==> config.mk <==
export PLATFORM = sky130hd
export DESIGN_NAME = tmr_cmp_channel
export DESIGN_NICKNAME = d
export VERILOG_FILES = /design/src/rtl/tcc_pkg.sv /design/src/rtl/tcc_ctrl.sv /design/src/rtl/tcc_cmp_buf.sv /design/src/rtl/tcc_pin.sv /design/src/rtl/tmr_cmp_channel.sv
export SDC_FILE = /design/constraint.sdc
export NUM_CORES = 1
export LEC_CHECK = 0
export BUFFER_PORTS_ARGS = -buffer_cell sky130_fd_sc_hd__clkbuf_2
export CAP_MARGIN = 20
export CORE_MARGIN = 2
export CORE_UTILIZATION = 50
export CTS_BUF_LIST = sky130_fd_sc_hd__clkbuf_16
export CTS_CLUSTER_SIZE = 24
export DETAILED_ROUTE_END_ITERATION = 10
export PLACE_DENSITY = 0.79
export SLEW_MARGIN = 0
export SYNTH_ARGS = -nofsm -noshare
export SYNTH_HDL_FRONTEND = slang
export SYNTH_SLANG_ARGS = --single-unit
==> constraint.sdc <==
create_clock -name clk_i -period 2.43 [get_ports clk_i]
set_input_delay 0.3645 -clock clk_i [delete_from_list [all_inputs] [get_ports clk_i]]
set_output_delay 0.3645 -clock clk_i [all_outputs]
set_load 0.005 [all_outputs]
==> src/rtl/tcc_pkg.sv <==
package tcc_pkg;
  localparam int CSR_W    = 8;
  localparam int FLAG_BIT = 7;
  localparam int IE_BIT   = 6;
  localparam int MODE_LSB = 2;
  localparam int MODE_W   = 4;
  localparam int MODE_MSB = MODE_LSB + MODE_W - 1;

  typedef logic [MODE_W-1:0] mode_t;

  localparam mode_t MODE_OFF    = 4'd0;
  localparam mode_t MODE_TOGGLE = 4'd5;
  localparam mode_t MODE_PULSE  = 4'd15;
endpackage

==> src/rtl/tcc_ctrl.sv <==
module tcc_ctrl
  import tcc_pkg::*;
(
  input  logic                   clk_i,
  input  logic                   rst_ni,
  input  logic                   we_i,
  input  logic [FLAG_BIT:MODE_LSB] wdata_i,
  input  logic                   hit_i,
  output logic                   flag_o,
  output logic                   ie_o,
  output mode_t                  mode_o
);
  always_ff @(posedge clk_i or negedge rst_ni) begin
    if (!rst_ni) begin
      flag_o <= 1'b0;
      ie_o   <= 1'b0;
      mode_o <= MODE_OFF;
    end else begin
      if (we_i) begin
        ie_o   <= wdata_i[IE_BIT];
        mode_o <= wdata_i[MODE_MSB:MODE_LSB];
      end
      // a match wins over a simultaneous clear so no event is lost
      if (hit_i)                         flag_o <= 1'b1;
      else if (we_i && wdata_i[FLAG_BIT]) flag_o <= 1'b0;
    end
  end
endmodule

==> src/rtl/tcc_cmp_buf.sv <==
module tcc_cmp_buf #(
  parameter int W = 31
) (
  input  logic         clk_i,
  input  logic         rst_ni,
  input  logic         we_i,
  input  logic [W-1:0] wdata_i,
  input  logic         armed_i,
  input  logic         hit_i,
  output logic [W-1:0] active_o,
  output logic         pend_v_o,
  output logic [W-1:0] pend_o
);
  always_ff @(posedge clk_i or negedge rst_ni) begin
    if (!rst_ni) begin
      active_o <= '0;
      pend_o   <= '0;
      pend_v_o <= 1'b0;
    end else if (we_i && !armed_i) begin
      active_o <= wdata_i;
      pend_v_o <= 1'b0;
    end else begin
      if (hit_i && pend_v_o) active_o <= pend_o;
      if (we_i) begin
        pend_o   <= wdata_i;
        pend_v_o <= 1'b1;
      end else if (hit_i) begin
        pend_v_o <= 1'b0;
      end
    end
  end
endmodule

==> src/rtl/tcc_pin.sv <==
module tcc_pin
  import tcc_pkg::*;
(
  input  logic  clk_i,
  input  logic  rst_ni,
  input  mode_t mode_i,
  input  logic  hit_i,
  output logic  pin_o
);
  logic pin_d;

  always_comb begin
    unique case (mode_i)
      MODE_OFF:    pin_d = 1'b0;
      MODE_TOGGLE: pin_d = hit_i ? ~pin_o : pin_o;
      MODE_PULSE:  pin_d = hit_i;
      default:     pin_d = pin_o;
    endcase
  end

  always_ff @(posedge clk_i or negedge rst_ni) begin
    if (!rst_ni) pin_o <= 1'b0;
    else         pin_o <= pin_d;
  end
endmodule

==> src/rtl/tmr_cmp_channel.sv <==
module tmr_cmp_channel
  import tcc_pkg::*;
#(
  parameter int CNT_W = 31
) (
  input  logic             clk_i,
  input  logic             rst_ni,
  input  logic [CNT_W-1:0] cnt_i,
  input  logic             cnt_upd_i,
  input  logic             arm_i,
  input  logic             csr_we_i,
  input  logic [CSR_W-1:0] csr_wdata_i,
  input  logic             cmp_we_i,
  input  logic [CNT_W-1:0] cmp_wdata_i,
  output logic [CSR_W-1:0] csr_o,
  output logic [CNT_W-1:0] cmp_o,
  output logic             pin_o,
  output logic             irq_o
);
  logic             flag_q, ie_q, armed, hit, pend_v;
  logic [CNT_W-1:0] active_q, pend_q;
  mode_t            mode_q;
  logic             unused_wbits;

  assign unused_wbits = |csr_wdata_i[MODE_LSB-1:0];

  assign armed = (mode_q != MODE_OFF);
  assign hit   = armed && arm_i && cnt_upd_i && (cnt_i == active_q);

  tcc_ctrl u_ctrl (
    .clk_i   (clk_i),
    .rst_ni  (rst_ni),
    .we_i    (csr_we_i),
    .wdata_i (csr_wdata_i[FLAG_BIT:MODE_LSB]),
    .hit_i   (hit),
    .flag_o  (flag_q),
    .ie_o    (ie_q),
    .mode_o  (mode_q)
  );

  tcc_cmp_buf #(.W(CNT_W)) u_buf (
    .clk_i    (clk_i),
    .rst_ni   (rst_ni),
    .we_i     (cmp_we_i),
    .wdata_i  (cmp_wdata_i),
    .armed_i  (armed),
    .hit_i    (hit),
    .active_o (active_q),
    .pend_v_o (pend_v),
    .pend_o   (pend_q)
  );

  tcc_pin u_pin (
    .clk_i  (clk_i),
    .rst_ni (rst_ni),
    .mode_i (mode_q),
    .hit_i  (hit),
    .pin_o  (pin_o)
  );

  assign csr_o = {flag_q, ie_q, mode_q, {MODE_LSB{1'b0}}};
  assign cmp_o = active_q;
  assign irq_o = flag_q & ie_q;
endmodule

==> impl_metrics.csv, run 1 <==
group,metric,value,unit
timing,fin_setup_tns,0,ps
timing,final.setup.worst_slack,141,ps
yosys,synth_seq_cells,70,
clock_tree,insertion_delay,330,ps
clock_tree,htreeDepth,3,
global_routing,grt_pass1_vias,3090,
setup_path,criticalPathCategory,"reg2reg",
layout,final_cell_mix,"111 x clkbuf_2, 70 x dfrtp_1, 50 x nand2_1",
timing,whs,270,ps
setup_path,critPathCaptureType,"flip-flop",
timing,worst_pin_slew,527,ps
layout,drive_gt1_share,42.3,%
layout,fillCellCount,535,
pwr,powerDensity,890,mW/mm^2
routing,drt-initial-drc-count,184,
global_routing,grt_pass1_wl,15100,um
timing,final_max_slew_viol_count,0,
timing,fmax,437,MHz
clock_tree,post_cts_buffers,0,
yosys,synth_area_per_cell,10.7,sq um
floorplan,rows,30,
floorplan,coreArea,0.00676,sq mm
timing,min_period,2290,ps
pwr,leakage,2.13,nW
yosys,yosys_warnings,0,
floorplan,die_area,0.00760,sq mm
layout,antenna_cells,0,
routing,vias,3059,
yosys,yosysSeqAreaShare,50.6,%
placed_design,post-place-ws,80.9,ps
setup_path,required,2660,ps
status,status,"finished, final reports clean",
routing,drt-total-wl,9370,um
global_routing,antenna_found_initial,0,
layout,final_common_cell,"clkbuf_2",
layout,fin_nets,521,
yosys,synth_cells,324,
clock_tree,cts_buffers,9,
run,maxCapViolations,0,
clock_tree,clockBufferDepth,2,
setup_path,cp_max_fo,9,
placed_design,port_buffers,112,
global_routing,grtUsageTotal,26.3,%
timing,setup_violations,0,
layout,syn2layout_area_growth,31.3,%
timing,relSlewSlack,64.5,%
timing,finalHoldViolCount,0,
floorplan,io_pins,117,
global_routing,grt.overflow.total,0,
placed_design,place_congestion,0.832,
clock_tree,cts_root_buf,"clkbuf_16",
routing,first_pass_iters,6,
floorplan,die_w,87.2,um
yosys,synth_cell_types,28,
timing,finalClockSkew,7.13,ps
yosys,synth_area,0.00346,sq mm
routing,drcViolationCount,0,
clock_tree,clk_pin_slew,60,ps
routing,ant_nets,0,
timing,rsz0062_at_grt,"false",
global_routing,grt_max_degree,36,
clock_tree,clock-sinks,70,
routing,viasPerCell,5.78,
setup_path,start_kind,"flip-flop",
placed_design,hpwl,6700,um
hold_path,hold_path.class,"in2reg",
clock_tree,cts_tree,"done",
setup_path,critical_path_arrival,2520,ps
floorplan,start_util,51.2,%
pwr,ir_drop,0.000495,V
layout,final_cells,529,
routing,wire_per_inst,17.7,um
placed_design,dp.cells,513,
floorplan,dieHeight,87.2,um
timing,min_period_over_period,94.2,%
==> worst max-delay path, stage by stage (launching register included) <==
cell,delay [ps]
dfrtp_1,350
or3_1,210
nor2_1,100
or4_4,580
buf_4,200
nor3_2,220
buf_4,230
a31oi_1,100
nor3_1,190
==> worst paths after layout <==
check / startpoint / endpoint / slack, ps / depth (start not counted)
min reg2reg: u_buf.pend_o[4]$_DFFE_PN0P_ / u_buf.pend_o[4]$_DFFE_PN0P_ / 510 / 1
max reg2reg: u_ctrl.mode_o[3]$_DFFE_PN0P_ / u_pin.pin_o$_DFFE_PN0P_ / 140 / 8
min in group asynchronous: rst_ni / u_buf.active_o[10]$_DFFE_PN0P_ / 540 / 2
max in group asynchronous: rst_ni / u_buf.active_o[5]$_DFFE_PN0P_ / 1110 / 3
min: csr_wdata_i[4] / u_ctrl.mode_o[2]$_DFFE_PN0P_ / 270 / 2
max: u_ctrl.mode_o[3]$_DFFE_PN0P_ / u_pin.pin_o$_DFFE_PN0P_ / 140 / 8
==> cells in the mapped netlist <==
cell       n  area (sq um)
dfrtp_1   70          1750
nand2_1   50           188
mux2_2    36           405
xor2_1    30           263
nand3_1   25           125
o211ai_1  20           150
clkbuf_1  15          56.3
nor2_1    10          37.5
a21oi_1    9          45.0
a31oi_1    9          56.3
o41a_1     8          90.1
nor4_1     7          43.8
buf_4      6          45.0
nand4_1    6          37.5
a21o_1     4          30.0
buf_2      4          20.0
and2_1     3          18.8
xnor2_1    2          17.5
clkinv_1   1          3.75
conb_1     1          3.75
mux2i_1    1          10.0
nor3_1     1          5.00
nor3_2     1          10.0
nor4_4     1          21.3
o21ai_1    1          5.00
o31ai_1    1          7.51
or3_1      1          6.26
or4_1      1          7.51
==> report_power, final <==
part           switching [mW]  internal (mW)  total, mW
sequential              0.243           1.43       1.67
combinational           0.475          0.524      0.999
clock                   0.483          0.890       1.37
==> metrics by stage <==
step,util (%),power (mW),cell area (sq um)
global route,67.2,4.26,4540
floorplan,-,2.18,3460
finish,67.2,4.04,4540
detailed placement,62.1,2.67,4200
CTS,66.9,4.06,4520
global placement,62.1,2.62,4200
==> timing repair <==
item	in CTS	in global routing
hold buffers	1	0
setup endpoints to repair	0	2
endpoints found under the hold margin	3	0
resized for setup	0	4
==> layout make-up <==
| class | instances | area [sq um] | share of cell area, % |
|---|---|---|---|
| Clock inverter | 6 | 87.6 | 1.93 |
| Sequential cell | 70 | 1750 | 38.6 |
| Tap cell | 80 | 100 | 2.20 |
| Inverter | 1 | 3.75 | 0.0826 |
| Multi-Input combinational cell | 229 | 1620 | 35.7 |
| Timing Repair Buffer | 134 | 753 | 16.6 |
| Clock buffer | 9 | 225 | 4.96 |
==> sequential cells by signal, indices dropped and copies added, names as in the netlist <==
name / cells
u_ctrl.ie_o: 1
u_ctrl.mode_o: 4
u_pin.pin_o: 1
u_buf.pend_o: 31
u_ctrl.flag_o: 1
u_buf.pend_v_o: 1
u_buf.active_o: 31
==> per-layer routing <==
| layer | wire [um] | track usage, % |
|---|---|---|
| met1 | 3600 | 33.7 |
| met2 | 4900 | 43.3 |
| met3 | 540 | 3.60 |
| met4 | 323 | 14.4 |
| met5 | 0 | 0 |
==> kinds of logic after synthesis <==
kind of cell / synth area share (%)
and+or+nand+nor: 14.5
AOI/OAI and AO/OA: 11.1
xor gates and xnor gates: 8.10
other: 0.108
muxes: 12.0
buffers and inverters: 3.62
DFF: 50.6
Note: power is estimated with default switching activity, not from simulation.
==> run 2, diff against run 1 <==
--- a/config.mk
+++ b/config.mk
@@ -13,6 +13,7 @@
 export CTS_CLUSTER_SIZE = 24
 export DETAILED_ROUTE_END_ITERATION = 10
 export PLACE_DENSITY = 0.79
+export RECOVER_POWER = 100
 export SLEW_MARGIN = 0
 export SYNTH_ARGS = -nofsm -noshare
 export SYNTH_HDL_FRONTEND = slang
==> run 2 against run 1 <==
Die area unchanged. Cell count unchanged. Combinational power fell by 2.8%. Largest power group unchanged.
==> impl_metrics.csv, run 2 (synthesis results as in run 1) <==
group,metric,value,unit
layout,syn2layout_area_growth,29.2,%
clock_tree,clock-sinks,70,
layout,final_common_cell,"clkbuf_2",
clock_tree,cts_buffers,9,
layout,final_cells,529,
pwr,leakage,2.05,nW
floorplan,io_pins,117,
layout,final_cell_mix,"102 x clkbuf_2, 70 x dfrtp_1, 50 x nand2_1",
layout,fillCellCount,545,
global_routing,grt_pass1_wl,15100,um
clock_tree,clockBufferDepth,2,
setup_path,r2r-start,"u_buf.active_o[18]$_DFFE_PN0P_",
floorplan,rows,30,
clock_tree,htreeDepth,3,
global_routing,grt.overflow.total,0,
setup_path,worstReg2RegEnd,"u_pin.pin_o$_DFFE_PN0P_",
setup_path,cp_max_fo,13,
global_routing,met3_usage,3.60,%
layout,antenna_cells,0,
status,status,"finished, final reports clean",
layout,top_regs,"u_buf.active_o x31, u_buf.pend_o x31, u_ctrl.mode_o x4",
floorplan,die_w,87.2,um
timing,min_period_over_period,92.9,%
clock_tree,clk_pin_slew,60,ps
routing,vias,3069,
routing,viasPerCell,5.80,
setup_path,start_kind,"flip-flop",
hold_path,min_path_cells,2,
global_routing,antenna_found_initial,0,
global_routing,use_met2,43.3,%
global_routing,grtUsageTotal,26.3,%
timing,finalHoldViolCount,0,
setup_path,criticalPathCategory,"reg2reg",
floorplan,start_util,51.2,%
setup_path,r2r_slack,170,ps
routing,ant_nets,0,
setup_path,ff2ff_path_depth,7,
timing,min_period,2260,ps
clock_tree,cts_root_buf,"clkbuf_16",
hold_path,hold_end,"u_ctrl.mode_o[2]$_DFFE_PN0P_",
global_routing,grt_pass1_vias,3090,
clock_tree,post_cts_buffers,0,
routing,wire_per_inst,17.9,um
hold_path,hold_path.class,"in2reg",
timing,worst_pin_slew,1180,ps
placed_design,hpwl,6700,um
floorplan,coreArea,0.00676,sq mm
pwr,powerDensity,900,mW/mm^2
placed_design,port_buffers,112,
timing,rsz0062_at_grt,"false",
pwr,ir_drop,0.000491,V
clock_tree,cts_tree,"done",
global_routing,grt_util_met1,33.7,%
setup_path,critical_path_arrival,2460,ps
timing,final.setup.worst_slack,173,ps
floorplan,dieHeight,87.2,um
timing,finalClockSkew,7.68,ps
timing,fin_setup_tns,0,ps
routing,first_pass_iters,7,
layout,drive_gt1_share,38.3,%
timing,setup_violations,0,
placed_design,dp.cells,513,
routing,drcViolationCount,0,
placed_design,placed_cell_area,0.00420,sq mm
setup_path,required,2640,ps
placed_design,post-place-ws,80.9,ps
routing,drt-initial-drc-count,198,
global_routing,busiest_layer,"met2",
run,maxCapViolations,0,
clock_tree,insertion_delay,330,ps
routing,drt-total-wl,9450,um
hold_path,hold_start,"csr_wdata_i[4]",
placed_design,place_congestion,0.832,
global_routing,grt_max_degree,36,
layout,fin_nets,521,
timing,fmax,443,MHz
floorplan,die_area,0.00760,sq mm
timing,relSlewSlack,21.2,%
layout,post-route-util,66.2,%
setup_path,critPathCaptureType,"flip-flop",
timing,final_max_slew_viol_count,0,
layout,stdcell_area,0.00447,sq mm
run 2: changes by cell type in the layout (fill, tap and decap cells not counted), moves of 2 or more:
cell,previous run,this run
and2_0,0,2
and2_1,3,1
buf_4,19,11
clkbuf_1,0,17
clkbuf_2,111,102
clkbuf_4,0,2
run 2: stage by stage:
| step | hold WS (ps) | power (mW) |
|---|---|---|
| after floorplan | 68.9 | 2.18 |
| after global placement | 344 | 2.62 |
| after detailed placement | 347 | 2.67 |
| after CTS | 265 | 4.06 |
| after global routing | 277 | 4.23 |
| final | 272 | 4.02 |
run 2: layout make-up:
| type | count | area (sq um) | area share [%] |
|---|---|---|---|
| sequential | 70 | 1750 | 39.2 |
| multi-input combinational | 229 | 1600 | 35.8 |
| timing repair buffer | 134 | 702 | 15.7 |
| clock buffer | 9 | 225 | 5.04 |
| tap | 80 | 100 | 2.24 |
| clock inverter | 6 | 87.6 | 1.96 |
| inverter | 1 | 3.75 | 0.0839 |
run 2: power by group:
| group | switching [mW] | internal (mW) |
|---|---|---|
| clock network | 0.489 | 0.890 |
| logic | 0.473 | 0.499 |
| registers | 0.245 | 1.43 |
| total | 1.21 | 2.82 |
run 2: worst max-delay path by stage:
stage / start / to / cells after the start
2_1_floorplan: u_ctrl.mode_o[1]$_DFFE_PN0P_ / u_buf.active_o[0]$_DFFE_PN0P_ / 8
3_3_place_gp: u_ctrl.mode_o[3]$_DFFE_PN0P_ / u_pin.pin_o$_DFFE_PN0P_ / 7
3_5_place_dp: u_ctrl.mode_o[3]$_DFFE_PN0P_ / u_pin.pin_o$_DFFE_PN0P_ / 7
4_1_cts: u_ctrl.mode_o[3]$_DFFE_PN0P_ / u_pin.pin_o$_DFFE_PN0P_ / 8
5_1_grt: u_buf.active_o[10]$_DFFE_PN0P_ / u_pin.pin_o$_DFFE_PN0P_ / 7
6_report: u_buf.active_o[18]$_DFFE_PN0P_ / u_pin.pin_o$_DFFE_PN0P_ / 7
run 2: routing by layer:
metal,share of wire (%),vias to the layer above
li1,-,1403
met2,51,124
met4,4.1,0
met1,39,1513
met3,5.9,29
met5,0,-
run 2: what timing repair did:
action	CTS	global route
resized for setup	0	4
setup endpoints to repair	0	2
hold buffers	1	0
endpoints found under the hold margin	3	0
run 2: critical path, stage by stage, from the launching register on:
cell	delay (ps)
dfrtp_1	420
xor2_1	190
nor4_1	360
nand3_1	210
nor4_2	380
buf_4	280
mux2i_1	210
nor3_1	80
==> run 3, diff against run 2 <==
--- a/config.mk
+++ b/config.mk
@@ -7,12 +7,15 @@
 export LEC_CHECK = 0
 export BUFFER_PORTS_ARGS = -buffer_cell sky130_fd_sc_hd__clkbuf_2
 export CAP_MARGIN = 20
+export CELL_PAD_IN_SITES_DETAIL_PLACEMENT = 1
+export CELL_PAD_IN_SITES_GLOBAL_PLACEMENT = 2
+export CORE_ASPECT_RATIO = 1.1
 export CORE_MARGIN = 2
-export CORE_UTILIZATION = 50
+export CORE_UTILIZATION = 31
 export CTS_BUF_LIST = sky130_fd_sc_hd__clkbuf_16
 export CTS_CLUSTER_SIZE = 24
 export DETAILED_ROUTE_END_ITERATION = 10
-export PLACE_DENSITY = 0.79
+export PLACE_DENSITY_LB_ADDON = 0.1
 export RECOVER_POWER = 100
 export SLEW_MARGIN = 0
 export SYNTH_ARGS = -nofsm -noshare
==> run 3 against run 2 <==
Clock power decreased by 8%. The run now ends with capacitance limit, slew limit left. Power decreased by 2.9%. Non-clock buffer count increased by 2. Critical endpoint is now u_buf.active_o[28]$_DFFE_PN0P_. First-iteration DRC count decreased by 50%. Critical path depth unchanged. Sequential power about the same. Combinational power increased by 0.8%. Global-route usage decreased by 8.5 points. Flip-flop and latch count unchanged. Final area increased by 1.1%. Core utilization decreased by 25 points. Sequential share of layout area decreased by 0.41 points.
==> impl_metrics.csv, run 3 (synthesis results as in run 1) <==
group,metric,value,unit
floorplan,die_w,105,um
hold_path,hold_path.class,"in2reg",
timing,relSlewSlack,-23.7,%
routing,drcViolationCount,0,
setup_path,start_kind,"flip-flop",
clock_tree,clock-sinks,70,
setup_path,critPathCaptureType,"flip-flop",
floorplan,coreArea,0.0109,sq mm
layout,final_cells,599,
run,maxCapViolations,1,
global_routing,grtUsageTotal,17.9,%
layout,syn2layout_area_growth,30.6,%
placed_design,hpwl,7370,um
status,status,"complete, but fails checks",
timing,setup_violations,0,
layout,fin_nets,523,
pwr,p_switching,1.20,mW
routing,vias,2942,
pwr,p_sw_share,30.6,%
setup_path,required,2630,ps
layout,antenna_cells,0,
layout,top_regs,"u_buf.active_o x31, u_buf.pend_o x31, u_ctrl.mode_o x4",
clock_tree,post_cts_buffers,0,
pwr,powerDensity,864,mW/mm^2
placed_design,dp.cells,583,
status,violations,"capacitance limit, slew limit",
layout,drive_gt1_share,38.3,%
timing,worst_pin_slew,1860,ps
floorplan,die_area,0.0120,sq mm
routing,drt-total-wl,10500,um
global_routing,grt.overflow.total,0,
clock_tree,insertion_delay,330,ps
routing,viasPerCell,4.91,
clock_tree,clockBufferDepth,2,
clock_tree,cts_root_buf,"clkbuf_16",
pwr,combPwrFrac,25.1,%
global_routing,grt_max_degree,71,
routing,first_pass_iters,4,
floorplan,dieHeight,115,um
timing,fmax,442,MHz
floorplan,rows,40,
timing,fin_setup_tns,0,ps
timing,min_period_over_period,93.1,%
layout,final_cell_mix,"104 x clkbuf_2, 70 x dfrtp_1, 50 x nand2_1",
routing,ant_nets,0,
pwr,power_frac_seq,42.4,%
clock_tree,htreeDepth,3,
timing,min_period,2260,ps
pwr,cell_internal_pwr,2.71,mW
placed_design,place_congestion,0.736,
clock_tree,cts_buffers,9,
timing,final_max_slew_viol_count,71,
pwr,clkPwrFrac,32.5,%
routing,drt-initial-drc-count,99,
global_routing,antenna_found_initial,0,
clock_tree,clk_pin_slew,60,ps
placed_design,port_buffers,112,
global_routing,grt_pass1_wl,16500,um
setup_path,criticalPathCategory,"reg2reg",
floorplan,start_util,31.7,%
floorplan,io_pins,117,
layout,fillCellCount,1293,
timing,finalClockSkew,7.51,ps
setup_path,critical_path_arrival,2470,ps
clock_tree,cts_tree,"done",
timing,finalHoldViolCount,0,
global_routing,grt_pass1_vias,3034,
pwr,ir_drop,0.000298,V
pwr,leakage,2.07,nW
setup_path,cp_max_fo,9,
routing,wire_per_inst,17.5,um
layout,final_common_cell,"clkbuf_2",
timing,rsz0062_at_grt,"false",
==> run 3: through the flow <==
step	instance area, sq um	util, %	power [mW]	setup WS (ps)	hold slack, ps
final	4520	41.4	3.91	167	269
after global routing	4520	41.4	4.15	15.2	270
after CTS	4560	41.8	3.99	37.9	223
after detailed placement	4280	39.2	2.70	3.58	496
after global placement	4280	39.2	2.67	59.4	484
after floorplan	3460	-	2.18	172	68.9
==> run 3: final cells by class <==
cell class | instances | area, sq um | share of cell area, %
well taps | 147 | 184 | 4.07
multi-input cells | 229 | 1600 | 35.4
flip-flops and latches | 70 | 1750 | 38.8
inverters | 1 | 3.75 | 0.0831
clock buffers | 9 | 225 | 4.98
clock inverters | 7 | 56.3 | 1.25
repair buffers | 136 | 701 | 15.5
==> run 3: power groups by stage <==
stage | clock network (mW) | registers (mW) | logic (mW)
floorplan | 0 | 1.66 | 0.520
global placement | 0 | 1.67 | 0.998
detailed placement | 0 | 1.68 | 1.02
CTS | 1.30 | 1.67 | 1.02
global route | 1.36 | 1.70 | 1.10
finish | 1.27 | 1.66 | 0.979
==> run 3: worst paths after layout <==
kind	slack (ps)	from	depth (start not counted)	end
min in group asynchronous	510	rst_ni	1	u_buf.pend_o[14]$_DFFE_PN0P_
max reg2reg	170	u_buf.active_o[28]$_DFFE_PN0P_	7	u_buf.active_o[28]$_DFFE_PN0P_
max	170	u_buf.active_o[28]$_DFFE_PN0P_	7	u_buf.active_o[28]$_DFFE_PN0P_
max in group asynchronous	780	rst_ni	1	u_buf.pend_o[5]$_DFFE_PN0P_
min	270	cmp_wdata_i[23]	3	u_buf.active_o[23]$_DFFE_PN0P_
min reg2reg	510	u_buf.pend_o[27]$_DFFE_PN0P_	1	u_buf.pend_o[27]$_DFFE_PN0P_
==> run 3: timing repair <==
| item | in CTS | in global routing |
|---|---|---|
| gates resized for setup | 0 | 2 |
| hold buffers | 0 | 0 |
| setup endpoints to repair | 0 | 24 |
==> run 3: per-layer routing <==
layer / GRT usage, % / wire [um] / vias to the layer above
met4: 6.13 / 114 / 0
li1: - / - / 1400
met1: 23.0 / 4750 / 1462
met2: 30.3 / 5180 / 71
met3: 3.51 / 424 / 9
met5: 0 / 0 / -
==> run 3: critical path, cell delays in order, from the launching register on <==
cell and delay (ps):
dfrtp_1 420, xor2_1 210, nor4_2 370, nand3_1 210
nor4_4 380, and2_1 190, clkbuf_4 210, o211ai_1 130
